<file path="config.mk">
export PLATFORM = sky130hd
export DESIGN_NAME = queue_admit_ctrl
export DESIGN_NICKNAME = d
export VERILOG_FILES = /design/src/rtl/qadm_pkg.sv /design/src/rtl/qadm_gran_calc.sv /design/src/rtl/qadm_cfg_regs.sv /design/src/rtl/qadm_occ_track.sv /design/src/rtl/qadm_judge.sv /design/src/rtl/queue_admit_ctrl.sv
export SDC_FILE = /design/constraint.sdc
export NUM_CORES = 1
export LEC_CHECK = 0
export ABC_AREA = 1
export CAP_MARGIN = 20
export CORE_AREA = 2 2 150 152
export CTS_BUF_LIST = sky130_fd_sc_hd__clkbuf_16
export DETAILED_ROUTE_END_ITERATION = 8
export DIE_AREA = 0 0 152 154
export GPL_ROUTABILITY_DRIVEN = 0
export GPL_TIMING_DRIVEN = 0
export PLACE_DENSITY = 0.92
export RECOVER_POWER = 25
export SLEW_MARGIN = 20
export SYNTH_ARGS = -nofsm -noshare
export SYNTH_HDL_FRONTEND = slang
export SYNTH_SLANG_ARGS = --single-unit
</file>
<file path="constraint.sdc">
create_clock -name clk -period 11.8 [get_ports clk]
set_input_delay 1.77 -clock clk [delete_from_list [all_inputs] [get_ports clk]]
set_output_delay 1.77 -clock clk [all_outputs]
set_load 0.1 [all_outputs]
</file>
<file path="src/rtl/qadm_pkg.sv">
`timescale 1ns/1ps
// Shared types for the queue admission controller.
package qadm_pkg;

    // Which register a write addresses.
    typedef enum logic [2:0] {
        SEL_NONE,
        SEL_QLIM,
        SEL_ALIM,
        SEL_CTRL,
        SEL_ICLR
    } reg_sel_e;

    // Outcome of checking one arrival against the limits.
    typedef struct packed {
        logic q_exc;
        logic a_exc;
        logic accept;
    } verdict_t;

endpackage

</file>
<file path="src/rtl/qadm_gran_calc.sv">
`timescale 1ns/1ps
// Converts a byte length into a granule count.
// Assumes GRAN_BYTES is a power of two and LEN_W exceeds its log2.
// A zero length is rounded up to one granule so that it still occupies space.
module qadm_gran_calc #(
    parameter int LEN_W      = 14,
    parameter int GRAN_BYTES = 128,
    localparam int SH        = $clog2(GRAN_BYTES),
    localparam int GR_W      = LEN_W + 1 - SH
) (
    input  logic [LEN_W-1:0] len,
    output logic [GR_W-1:0]  gran
);

    logic [GR_W-1:0] whole;
    logic            part;

    // Ceiling division: full blocks plus one for any remainder.
    always_comb begin
        whole = GR_W'(len[LEN_W-1:SH]);
        part  = |len[SH-1:0];
        if (len == '0) begin
            gran = GR_W'(1);
        end else begin
            gran = whole + GR_W'(part);
        end
    end

endmodule

</file>
<file path="src/rtl/qadm_cfg_regs.sv">
`timescale 1ns/1ps
// Write-only configuration registers: per-queue limits, aggregate limit,
// drop enable, and a one-cycle flag-clear mask from write-one-to-clear.
// Assumes DATA_W >= AGG_W, DATA_W >= LIM_W and DATA_W > NUM_Q, and that
// the address space holds NUM_Q + 3 locations.
module qadm_cfg_regs
    import qadm_pkg::*;
#(
    parameter int NUM_Q  = 4,
    parameter int LIM_W  = 10,
    parameter int AGG_W  = 14,
    parameter int ADDR_W = 3,
    parameter int DATA_W = 14
) (
    input  logic                   clk,
    input  logic                   rst_n,
    input  logic                   wr,
    input  logic [ADDR_W-1:0]      addr,
    input  logic [DATA_W-1:0]      wdata,
    output logic [NUM_Q*LIM_W-1:0] lim_flat,
    output logic [AGG_W-1:0]       agg_lim,
    output logic                   drop_en,
    output logic [NUM_Q:0]         clr_mask
);

    localparam int ALIM_ADDR = NUM_Q;
    localparam int CTRL_ADDR = NUM_Q + 1;
    localparam int ICLR_ADDR = NUM_Q + 2;

    reg_sel_e sel;

    // Classify the write address.
    always_comb begin
        sel = SEL_NONE;
        if (wr) begin
            if (addr < ADDR_W'(NUM_Q))              sel = SEL_QLIM;
            else if (addr == ADDR_W'(ALIM_ADDR))    sel = SEL_ALIM;
            else if (addr == ADDR_W'(CTRL_ADDR))    sel = SEL_CTRL;
            else if (addr == ADDR_W'(ICLR_ADDR))    sel = SEL_ICLR;
        end
    end

    // One limit register per queue.
    for (genvar i = 0; i < NUM_Q; i++) begin : g_qlim
        logic [LIM_W-1:0] lim_r;

        // Load this queue's limit when its address is written.
        always_ff @(posedge clk) begin
            if (!rst_n) begin
                lim_r <= '1;
            end else if (sel == SEL_QLIM && addr == ADDR_W'(i)) begin
                lim_r <= wdata[LIM_W-1:0];
            end
        end

        assign lim_flat[i*LIM_W +: LIM_W] = lim_r;
    end

    // Aggregate limit and drop enable.
    always_ff @(posedge clk) begin
        if (!rst_n) begin
            agg_lim <= '1;
            drop_en <= 1'b1;
        end else begin
            if (sel == SEL_ALIM) agg_lim <= wdata[AGG_W-1:0];
            if (sel == SEL_CTRL) drop_en <= wdata[0];
        end
    end

    // Clear strobes are valid only in the cycle of the write.
    assign clr_mask = (sel == SEL_ICLR) ? wdata[NUM_Q:0] : '0;

endmodule

</file>
<file path="src/rtl/qadm_occ_track.sv">
`timescale 1ns/1ps
// Per-queue and aggregate occupancy counters in granules.
// An admitted arrival and a departure may land in the same cycle;
// both are applied. Counters clamp at zero and at their maximum.
module qadm_occ_track #(
    parameter int NUM_Q = 4,
    parameter int OCC_W = 15,
    parameter int GR_W  = 8,
    localparam int QW   = $clog2(NUM_Q)
) (
    input  logic                   clk,
    input  logic                   rst_n,
    input  logic                   add_en,
    input  logic [QW-1:0]          add_q,
    input  logic [GR_W-1:0]        add_gr,
    input  logic                   sub_en,
    input  logic [QW-1:0]          sub_q,
    input  logic [GR_W-1:0]        sub_gr,
    output logic [NUM_Q*OCC_W-1:0] occ_flat,
    output logic [OCC_W-1:0]       occ_total
);

    localparam int CW = OCC_W + 1;

    // Next counter value with both-sided saturation.
    function automatic logic [OCC_W-1:0] step_cnt(
        input logic [OCC_W-1:0] old,
        input logic [GR_W-1:0]  add,
        input logic [GR_W-1:0]  sub
    );
        logic [CW-1:0] sum;
        logic [CW-1:0] diff;
        sum = {1'b0, old} + CW'(add);
        if (sum < CW'(sub)) begin
            return '0;
        end
        diff = sum - CW'(sub);
        if (diff[OCC_W]) begin
            return '1;
        end
        return diff[OCC_W-1:0];
    endfunction

    for (genvar i = 0; i < NUM_Q; i++) begin : g_cnt
        logic [OCC_W-1:0] cnt_r;
        logic [GR_W-1:0]  a_i;
        logic [GR_W-1:0]  s_i;

        assign a_i = (add_en && add_q == QW'(i)) ? add_gr : '0;
        assign s_i = (sub_en && sub_q == QW'(i)) ? sub_gr : '0;

        // Apply this queue's share of the arrival and departure.
        always_ff @(posedge clk) begin
            if (!rst_n) cnt_r <= '0;
            else        cnt_r <= step_cnt(cnt_r, a_i, s_i);
        end

        assign occ_flat[i*OCC_W +: OCC_W] = cnt_r;
    end

    logic [GR_W-1:0] a_all;
    logic [GR_W-1:0] s_all;

    assign a_all = add_en ? add_gr : '0;
    assign s_all = sub_en ? sub_gr : '0;

    // Aggregate counter sees every arrival and departure.
    always_ff @(posedge clk) begin
        if (!rst_n) occ_total <= '0;
        else        occ_total <= step_cnt(occ_total, a_all, s_all);
    end

endmodule

</file>
<file path="src/rtl/qadm_judge.sv">
`timescale 1ns/1ps
// Checks one arrival against its queue limit and the aggregate limit,
// forms the admit verdict, keeps the sticky excess flags and registers
// the decision. Uses the counts held before this cycle's departure.
module qadm_judge
    import qadm_pkg::*;
#(
    parameter int NUM_Q = 4,
    parameter int LIM_W = 10,
    parameter int AGG_W = 14,
    parameter int OCC_W = 15,
    parameter int GR_W  = 8,
    localparam int QW   = $clog2(NUM_Q)
) (
    input  logic                   clk,
    input  logic                   rst_n,
    input  logic                   arr_valid,
    input  logic [QW-1:0]          arr_q,
    input  logic [GR_W-1:0]        arr_gr,
    input  logic [NUM_Q*OCC_W-1:0] occ_flat,
    input  logic [OCC_W-1:0]       occ_total,
    input  logic [NUM_Q*LIM_W-1:0] lim_flat,
    input  logic [AGG_W-1:0]       agg_lim,
    input  logic                   drop_en,
    input  logic [NUM_Q:0]         clr_mask,
    output logic                   admit,
    output logic                   dec_valid,
    output logic [QW-1:0]          dec_q,
    output logic                   dec_accept,
    output logic [NUM_Q-1:0]       irq_q,
    output logic                   irq_agg
);

    localparam int CW = OCC_W + 1;

    logic [OCC_W-1:0] occ_sel;
    logic [LIM_W-1:0] lim_sel;
    logic [CW-1:0]    q_need;
    logic [CW-1:0]    a_need;
    verdict_t         v;

    // Compare prospective occupancy against both limits.
    always_comb begin
        occ_sel  = occ_flat[arr_q*OCC_W +: OCC_W];
        lim_sel  = lim_flat[arr_q*LIM_W +: LIM_W];
        q_need   = {1'b0, occ_sel} + CW'(arr_gr);
        a_need   = {1'b0, occ_total} + CW'(arr_gr);
        v.q_exc  = arr_valid && (q_need > CW'(lim_sel));
        v.a_exc  = arr_valid && (a_need > CW'(agg_lim));
        v.accept = arr_valid && (!(v.q_exc || v.a_exc) || !drop_en);
    end

    assign admit = v.accept;

    for (genvar i = 0; i < NUM_Q; i++) begin : g_flag
        // Sticky queue flag; a new excess outranks a clear.
        always_ff @(posedge clk) begin
            if (!rst_n) irq_q[i] <= 1'b0;
            else        irq_q[i] <= (irq_q[i] && !clr_mask[i]) ||
                                    (v.q_exc && arr_q == QW'(i));
        end
    end

    // Sticky aggregate flag, same priority rule.
    always_ff @(posedge clk) begin
        if (!rst_n) irq_agg <= 1'b0;
        else        irq_agg <= (irq_agg && !clr_mask[NUM_Q]) || v.a_exc;
    end

    // Registered decision, one cycle after the arrival.
    always_ff @(posedge clk) begin
        if (!rst_n) begin
            dec_valid  <= 1'b0;
            dec_q      <= '0;
            dec_accept <= 1'b0;
        end else begin
            dec_valid  <= arr_valid;
            dec_q      <= arr_q;
            dec_accept <= v.accept;
        end
    end

endmodule

</file>
<file path="src/rtl/queue_admit_ctrl.sv">
`timescale 1ns/1ps
// Admission control for a group of egress queues, counted in granules.
// Arrivals are judged against per-queue and aggregate limits. Departures
// release granules. Excess events set sticky flags.
// Assumes departure lengths match the lengths of packets that were admitted.
module queue_admit_ctrl #(
    parameter int NUM_Q      = 4,
    parameter int LEN_W      = 14,
    parameter int GRAN_BYTES = 128,
    parameter int LIM_W      = 10,
    parameter int AGG_W      = 14,
    parameter int ADDR_W     = 3,
    localparam int QW        = $clog2(NUM_Q),
    localparam int OCC_W     = AGG_W + 1,
    localparam int DATA_W    = AGG_W
) (
    input  logic                   clk,
    input  logic                   rst_n,
    input  logic                   arr_valid,
    input  logic [QW-1:0]          arr_qid,
    input  logic [LEN_W-1:0]       arr_len,
    input  logic                   dep_valid,
    input  logic [QW-1:0]          dep_qid,
    input  logic [LEN_W-1:0]       dep_len,
    input  logic                   cfg_wr,
    input  logic [ADDR_W-1:0]      cfg_addr,
    input  logic [DATA_W-1:0]      cfg_wdata,
    output logic                   dec_valid,
    output logic [QW-1:0]          dec_qid,
    output logic                   dec_accept,
    output logic [NUM_Q*OCC_W-1:0] occ_q,
    output logic [OCC_W-1:0]       occ_total,
    output logic [NUM_Q-1:0]       irq_q,
    output logic                   irq_agg,
    output logic                   irq
);

    localparam int GR_W = LEN_W + 1 - $clog2(GRAN_BYTES);

    logic [GR_W-1:0]        arr_gr;
    logic [GR_W-1:0]        dep_gr;
    logic [NUM_Q*LIM_W-1:0] lim_w;
    logic [AGG_W-1:0]       agg_lim_w;
    logic                   drop_en_w;
    logic [NUM_Q:0]         clr_w;
    logic                   admit_w;

    qadm_gran_calc #(.LEN_W(LEN_W), .GRAN_BYTES(GRAN_BYTES)) u_arr_gran (
        .len  (arr_len),
        .gran (arr_gr)
    );

    qadm_gran_calc #(.LEN_W(LEN_W), .GRAN_BYTES(GRAN_BYTES)) u_dep_gran (
        .len  (dep_len),
        .gran (dep_gr)
    );

    qadm_cfg_regs #(
        .NUM_Q(NUM_Q), .LIM_W(LIM_W), .AGG_W(AGG_W),
        .ADDR_W(ADDR_W), .DATA_W(DATA_W)
    ) u_cfg (
        .clk      (clk),
        .rst_n    (rst_n),
        .wr       (cfg_wr),
        .addr     (cfg_addr),
        .wdata    (cfg_wdata),
        .lim_flat (lim_w),
        .agg_lim  (agg_lim_w),
        .drop_en  (drop_en_w),
        .clr_mask (clr_w)
    );

    qadm_judge #(
        .NUM_Q(NUM_Q), .LIM_W(LIM_W), .AGG_W(AGG_W),
        .OCC_W(OCC_W), .GR_W(GR_W)
    ) u_judge (
        .clk        (clk),
        .rst_n      (rst_n),
        .arr_valid  (arr_valid),
        .arr_q      (arr_qid),
        .arr_gr     (arr_gr),
        .occ_flat   (occ_q),
        .occ_total  (occ_total),
        .lim_flat   (lim_w),
        .agg_lim    (agg_lim_w),
        .drop_en    (drop_en_w),
        .clr_mask   (clr_w),
        .admit      (admit_w),
        .dec_valid  (dec_valid),
        .dec_q      (dec_qid),
        .dec_accept (dec_accept),
        .irq_q      (irq_q),
        .irq_agg    (irq_agg)
    );

    qadm_occ_track #(.NUM_Q(NUM_Q), .OCC_W(OCC_W), .GR_W(GR_W)) u_occ (
        .clk       (clk),
        .rst_n     (rst_n),
        .add_en    (admit_w),
        .add_q     (arr_qid),
        .add_gr    (arr_gr),
        .sub_en    (dep_valid),
        .sub_q     (dep_qid),
        .sub_gr    (dep_gr),
        .occ_flat  (occ_q),
        .occ_total (occ_total)
    );

    // Combined interrupt line.
    assign irq = (|irq_q) || irq_agg;

endmodule

</file>
# [Word level (Yosys, flattened, before mapping)]
# Index checks and enable logic that the tools add are counted.
[classes] n_addsub=14 mul=2 order_cmp=8 eq_ne=16 n_shift=2 mux=63 n_reduce_logical=47
[ops] operator="two-way mux 15 bit" count=20
[ops] operator="adder 15 x 8 -> 16 bit" count=7
[ops] operator="two-way mux 8 bit" count=12
[ops] operator="< comparator 16 x 8 -> 1 bit" count=5
[ops] operator="subtractor 16 x 8 -> 16 bit" count=5
[ops] operator="indexed part select 60 x 7 -> 15 bit" count=1
[ops] operator="indexed part select 40 x 7 -> 10 bit" count=1
[ops] operator="logical NOT 14 bit" count=2
[ops] operator="two-way mux 1 bit" count=25
[ops] operator="logical AND 1 bit" count=24
[ops] operator="adder 7 x 1 -> 8 bit" count=2
[ops] operator="greater-than comparator 16 x 10 -> 1 bit" count=1
[ops] operator="greater-than comparator 16 x 14 -> 1 bit" count=1
[ops] operator="two-way mux 3 bit" count=5
[ops] operator="OR reduction 7 bit" count=2
[ops] operator="== test 3 x 2 -> 1 bit (second input constant)" count=4
[ops] operator="== test 3 bit (second input constant)" count=4
[ops] operator="== test 2 bit (second input constant)" count=4
[ops] operator="logical OR 1 bit" count=8
[ops] operator="logical NOT 1 bit" count=7
[ops] operator="== test 3 x 1 -> 1 bit (second input constant)" count=2
[ops] operator="multiplier 2 x 4 -> 6 bit (second input constant)" count=1
[ops] operator="multiplier 2 x 3 -> 5 bit (second input constant)" count=1
[ops] operator="two-way mux 5 bit" count=1
[ops] operator="5 further kinds" count=7
[word_totals] register_bits=139 input_bits=54 out_inout_bits=85 elab_cells=171

# [Logic depth before layout (Yosys ltp)]
[depth] depth_word=20 mapped_depth=57 ltp_nobuf=57

# [Modules after synthesis]
# A second synthesis with hierarchy kept.
[hier_totals] hier_cells=2388 area_unflattened_um2=14430.1
[modules_own_cells] module="qadm_occ_track" n_inst=1 cells_each=1579 area_each_um2=9163.8 seq_area_each_um2=1501.4
[modules_own_cells] module="qadm_judge" n_inst=1 cells_each=466 area_each_um2=2770.2 seq_area_each_um2=180.2
[modules_own_cells] module="qadm_cfg_regs" n_inst=1 cells_each=265 area_each_um2=2072.0 seq_area_each_um2=1101.1
[modules_own_cells] module="qadm_gran_calc" n_inst=2 cells_each=37 area_each_um2=203.9 seq_area_each_um2=0.0
[modules_own_cells] module="queue_admit_ctrl" n_inst=1 cells_each=4 area_each_um2=16.3 seq_area_each_um2=0.0

# [Worst setup path before layout]
# Ideal clock, no wire load.
[synth_timing] kind="input to register" from="in arr_len[5]" to="reg u_occ.g_cnt[2].cnt_r[13]" setup_time_ns=0.109 t_arrival_ns=8.641 required_ns=11.691 path_slack_ns=3.051 path_stages=48 path_buffers=1 cell_sequence="or2_2 or3_1 ha_1 nand4_1 o21ai_0 nand2_1 inv_1 ha_1 inv_1 o21ai_0 inv_1 o21ai_1 nand2_1 o31ai_1 nand4_1 xnor2_1 ha_1 nand2_1 (+12 left out) inv_1 fa_1 and3_1 a211oi_1 o21ai_0 nand2_1 nand2_1 a21oi_1 nand3_1 nor2_1 nand2_1 nor2_1 nand2_1 nand2_2 inv_2 buf_4 nand2_1 inv_1"
[synth_between] elab_chain_cells=19 elab_cells_between_ends=27 classes_between="5 x add/sub; 3 x order compare; 10 x mux; 9 x reduce/logical"
[synth_rtl] item="start: declaration" line="queue_admit_ctrl.sv:21" rtl="input logic [LEN_W-1:0] arr_len,"
[synth_rtl] item="OR reduction 7 bit" line="qadm_gran_calc.sv:21" rtl="part = |len[SH-1:0];"
[synth_rtl] item="adder 7 x 1 -> 8 bit" line="qadm_gran_calc.sv:25" rtl="gran = whole + GR_W'(part);"
[synth_rtl] item="two-way mux 8 bit (*)" line="qadm_gran_calc.sv:22" rtl="if (len == '0) begin"
[synth_rtl] item="adder 15 x 8 -> 16 bit (on tied branches)" line="qadm_judge.sv:46, qadm_judge.sv:47"
[synth_rtl] item="greater-than comparator 16 x 10 -> 1 bit or greater-than comparator 16 x 14 -> 1 bit (tied branches)" line="qadm_judge.sv:48, qadm_judge.sv:49"
[synth_rtl] item="logical AND 1 bit (on tied branches)" line="qadm_judge.sv:48, qadm_judge.sv:49"
[synth_rtl] item="logical OR 1 bit" line="qadm_judge.sv:50" rtl="v.accept = arr_valid && (!(v.q_exc || v.a_exc) || !drop_en);"
[synth_rtl] item="logical NOT 1 bit" line="qadm_judge.sv:50"
[synth_rtl] item="(+3 left out)"
[synth_rtl] item="two-way mux 8 bit (*)" line="qadm_occ_track.sv:49" rtl="assign a_i = (add_en && add_q == QW'(i)) ? add_gr : '0;"
[synth_rtl] item="adder 15 x 8 -> 16 bit (*)" line="qadm_occ_track.sv:33" rtl="sum = {1'b0, old} + CW'(add);"
[synth_rtl] item="subtractor 16 x 8 -> 16 bit" line="qadm_occ_track.sv:37" rtl="diff = sum - CW'(sub);"
[synth_rtl] item="two-way mux 1 bit" line="qadm_occ_track.sv:38" rtl="if (diff[OCC_W]) begin"
[synth_rtl] item="two-way mux 1 bit" line="qadm_occ_track.sv:37"
[synth_rtl] item="two-way mux 1 bit" line="qadm_occ_track.sv:54" rtl="if (!rst_n) cnt_r <= '0;"
[synth_rtl] item="two-way mux 15 bit" line="qadm_occ_track.sv:41" rtl="return diff[OCC_W-1:0];"
[synth_rtl] item="two-way mux 15 bit (*)" line="qadm_occ_track.sv:37"
[synth_rtl] item="end signal: assignment" line="qadm_occ_track.sv:55" rtl="else cnt_r <= step_cnt(cnt_r, a_i, s_i);"
[synth_rtl] item="end: declaration" line="qadm_occ_track.sv:45" rtl="logic [OCC_W-1:0] cnt_r;"
# Mark *: on every way between the ends. The rest lies on a longest branch, timed or not. The select of a mux whose other input is x is not followed.
# A chain may end at the register's enable or synchronous reset.

# [Final worst setup path]
[layout_timing] from="in arr_len[5]" to="reg u_occ.g_cnt[2].cnt_r[2]"
# The elaborated chain is that of the path after synthesis.

==> flow_summary.ini <==
[pwr]
combPwrFrac = 0.670
clkPwrFrac = 0.136
powerDensity_nw_per_um2 = 260
power.net_switching_mw = 2.16
p_int_mw = 1.67
p_sw_frac = 0.565
power_frac_seq = 0.194
power_leakage_nw = 7.64
irDropWorstVdd_mv = 0.245

[global_routing]
overflow = 0
met1_usage = 0.379
met2_usage = 0.551
grt_pass1_vias = 13200
antenna_found_initial = 0
grt_max_degree = 17
grt_pass1_wl_um = 63300
gr-usage-all-layers = 0.331
use_met3 = 0.0778
top_usage_layer = met2

[synth]
ys_async_sr_fraction = 0
syn_area_um2 = 12500
synth_most_common_cell = nand2_1
syn_inst = 1916
synth.top_cell.area_share = 0.223
syn-num-nets = 2101
ys.flop_type = dfxtp_1
yosys-top-cells-count = nand2_1, inv_1, nor2_1
yosysTopAreaCell = dfxtp_1
yosysUniqueCellTypes = 57
synth.area.top_cells = dfxtp_1, nand2_1, ha_1
ys_warn_count = 0
synth-edff-count = 0
ys_ff_latch = 139
synth_area_per_cell_um2 = 6.52
ys_seq_area_frac = 0.223

[timing]
setup_viol = 0
finalCritPeriodShare = 0.886
tns_ns = 0
timing.fmax_mhz = 95.7
timing.hold.ws_ns = 0.463
rsz0062_at_grt = false
hold_violations = 0
worstMarginPinSlew_ns = 1.47
finClkSkew_ns = 0.0103
slew_headroom = 0.0141
period_minus_slack_ns = 10.45
slew_violations = 0

[clock_network]
cts_made_buffers = 17
cts_setup_buffers = 0
clock-sinks = 139
cts_resized = 0
htreeDepth = 4
clock_latency_ns = 0.45
cts.clk_slew.worst_paths_ns = 0.06
root_buffer = clkbuf_16
cts_hold_buf = 0
cts_tree = done
clock_path_buffers = 2

[worst_setup_path]
slowest_stage = fa_1
critPathKind = in2reg
critPathCaptureType = flip-flop
cp.required_ns = 12.15
cp-start-kind = input pin
crit_top_cell = nand2_1
cp_slowest_stage_delay_ns = 0.48
crit_arrival_ns = 10.80
path_max_fanout = 10

[layout]
synthToLayoutAreaGrowth_pct = 18.0
final_nets = 2255
drive_gt1_frac = 0.0475
diodes = 0
fin_cells = 2363
fin_area_um2 = 14700

[route]
firstDrtPassIters = 6
drt_iter0_drc = 1468
vias = 13800
drtAntennaViolNets = 0
wl_um = 39800
drcViolationCount = 0
vias_per_cell = 5.83
wl_per_cell_um = 16.8

[floorplan]
ios = 139
die-area_um2 = 23400
die_w_um = 152
start_util = 0.576
row_count = 54
die_h_um = 154
core_um2 = 21700

[min_path]
hp-class = reg2reg

[place]
place_inst = 2331
place_area_um2 = 14200
port_buffers = 135
dp_hpwl_um = 29700

[outcome]
status = complete, but fails checks
violations = max-capacitance violations

[job]
cap_violations = 1
-- routing by layer --
| layer | up-vias | part of all wire |
|---|---|---|
| met5 | - | 0 |
| met4 | 0 | 0.075 |
| met3 | 277 | 0.11 |
| met2 | 920 | 0.45 |
| met1 | 6107 | 0.36 |
| li1 | 6467 | - |
-- power by group through the flow --
stage / combinational, mW / sequential (mW) / clock [mW]
3_3_place_gp: 2.43 / 0.739 / 0
5_1_grt: 2.80 / 0.742 / 0.540
4_1_cts: 2.53 / 0.731 / 0.517
6_report: 2.57 / 0.743 / 0.521
2_1_floorplan: 1.34 / 1.34 / 0
3_5_place_dp: 2.50 / 0.738 / 0
-- cells by family after synthesis --
| family | Yosys count | share of synthesized area |
|---|---|---|
| AND/OR/NAND/NOR | 932 | 0.319 |
| buffers and inverters | 330 | 0.105 |
| AO/OA/AOI/OAI | 251 | 0.119 |
| flip-flops | 139 | 0.223 |
| XOR/XNOR | 133 | 0.0960 |
| adder cells (fa/ha/maj) | 131 | 0.138 |
-- registers in the layout, summed over array words and instances (netlist names) --
register,flops
u_cfg.drop_en,1
u_occ.g_cnt.cnt_r,60
u_cfg.agg_lim,14
u_occ.occ_total,15
u_judge.dec_q,2
u_judge.dec_valid,1
u_judge.irq_q,4
u_judge.irq_agg,1
u_cfg.g_qlim.lim_r,40
u_judge.dec_accept,1
-- path summary, 6_finish.rpt --
| kind | to | from | slack, ns | cells after the start |
|---|---|---|---|---|
| worst max-delay path | u_occ.g_cnt[2].cnt_r[2]$_SDFF_PN0_ | arr_len[5] | 1.35 | 49 |
| worst min-delay path | u_cfg.g_qlim[3].lim_r[8]$_SDFFE_PN1P_ | u_cfg.g_qlim[3].lim_r[8]$_SDFFE_PN1P_ | 0.46 | 2 |
| worst max register to register | u_occ.g_cnt[2].cnt_r[2]$_SDFF_PN0_ | u_occ.g_cnt[2].cnt_r[1]$_SDFF_PN0_ | 4.21 | 45 |
| worst min register to register | u_cfg.g_qlim[3].lim_r[8]$_SDFFE_PN1P_ | u_cfg.g_qlim[3].lim_r[8]$_SDFFE_PN1P_ | 0.46 | 2 |
-- cell type report --
class                      instances  area (µm²)
clock buffer                      17         425
timing repair buffer             135        1350
multi-input combinational       1447        8390
buffer                            36         198
inverter                         294        1110
tap                              280         350
sequential                       139        2780
clock inverter                    15         124
fill                            1684        6960
-- cell usage in the layout (no fill, tap or decap), types with 18 or more instances in the layout --
cell / synthesis / layout
xnor2_1: 38 / 38
o21ai_0: 51 / 51
nand2_1: 537 / 537
a21oi_1: 107 / 107
xor2_1: 92 / 92
nand4_1: 19 / 19
clkbuf_1: 17 / 18
nand3_1: 124 / 124
ha_1: 119 / 119
inv_1: 281 / 282
clkdlybuf4s50_1: 0 / 126
nor2_1: 175 / 175
nor3_1: 22 / 22
o211ai_1: 21 / 21
dfxtp_1: 139 / 139
-- per-stage QoR --
| step | setup slack [ns] | utilization | power (mW) |
|---|---|---|---|
| after floorplan | 3.05 | - | 2.68 |
| after CTS | 1.64 | 0.680 | 3.78 |
| after global placement | 1.65 | 0.654 | 3.16 |
| after detailed placement | 1.49 | 0.654 | 3.24 |
| after global routing | 0.754 | 0.679 | 4.08 |
| final | 1.35 | 0.679 | 3.83 |
-- critical path: cells and delay by family --
kind | cells | cell delay (ns)
buf+inv | 9 | 1.08
compound gates | 7 | 1.59
simple gates | 26 | 4.16
xor+xnor | 1 | 0.16
fa+ha+maj | 6 | 1.99
Note: power is estimated with default switching activity, not from simulation.
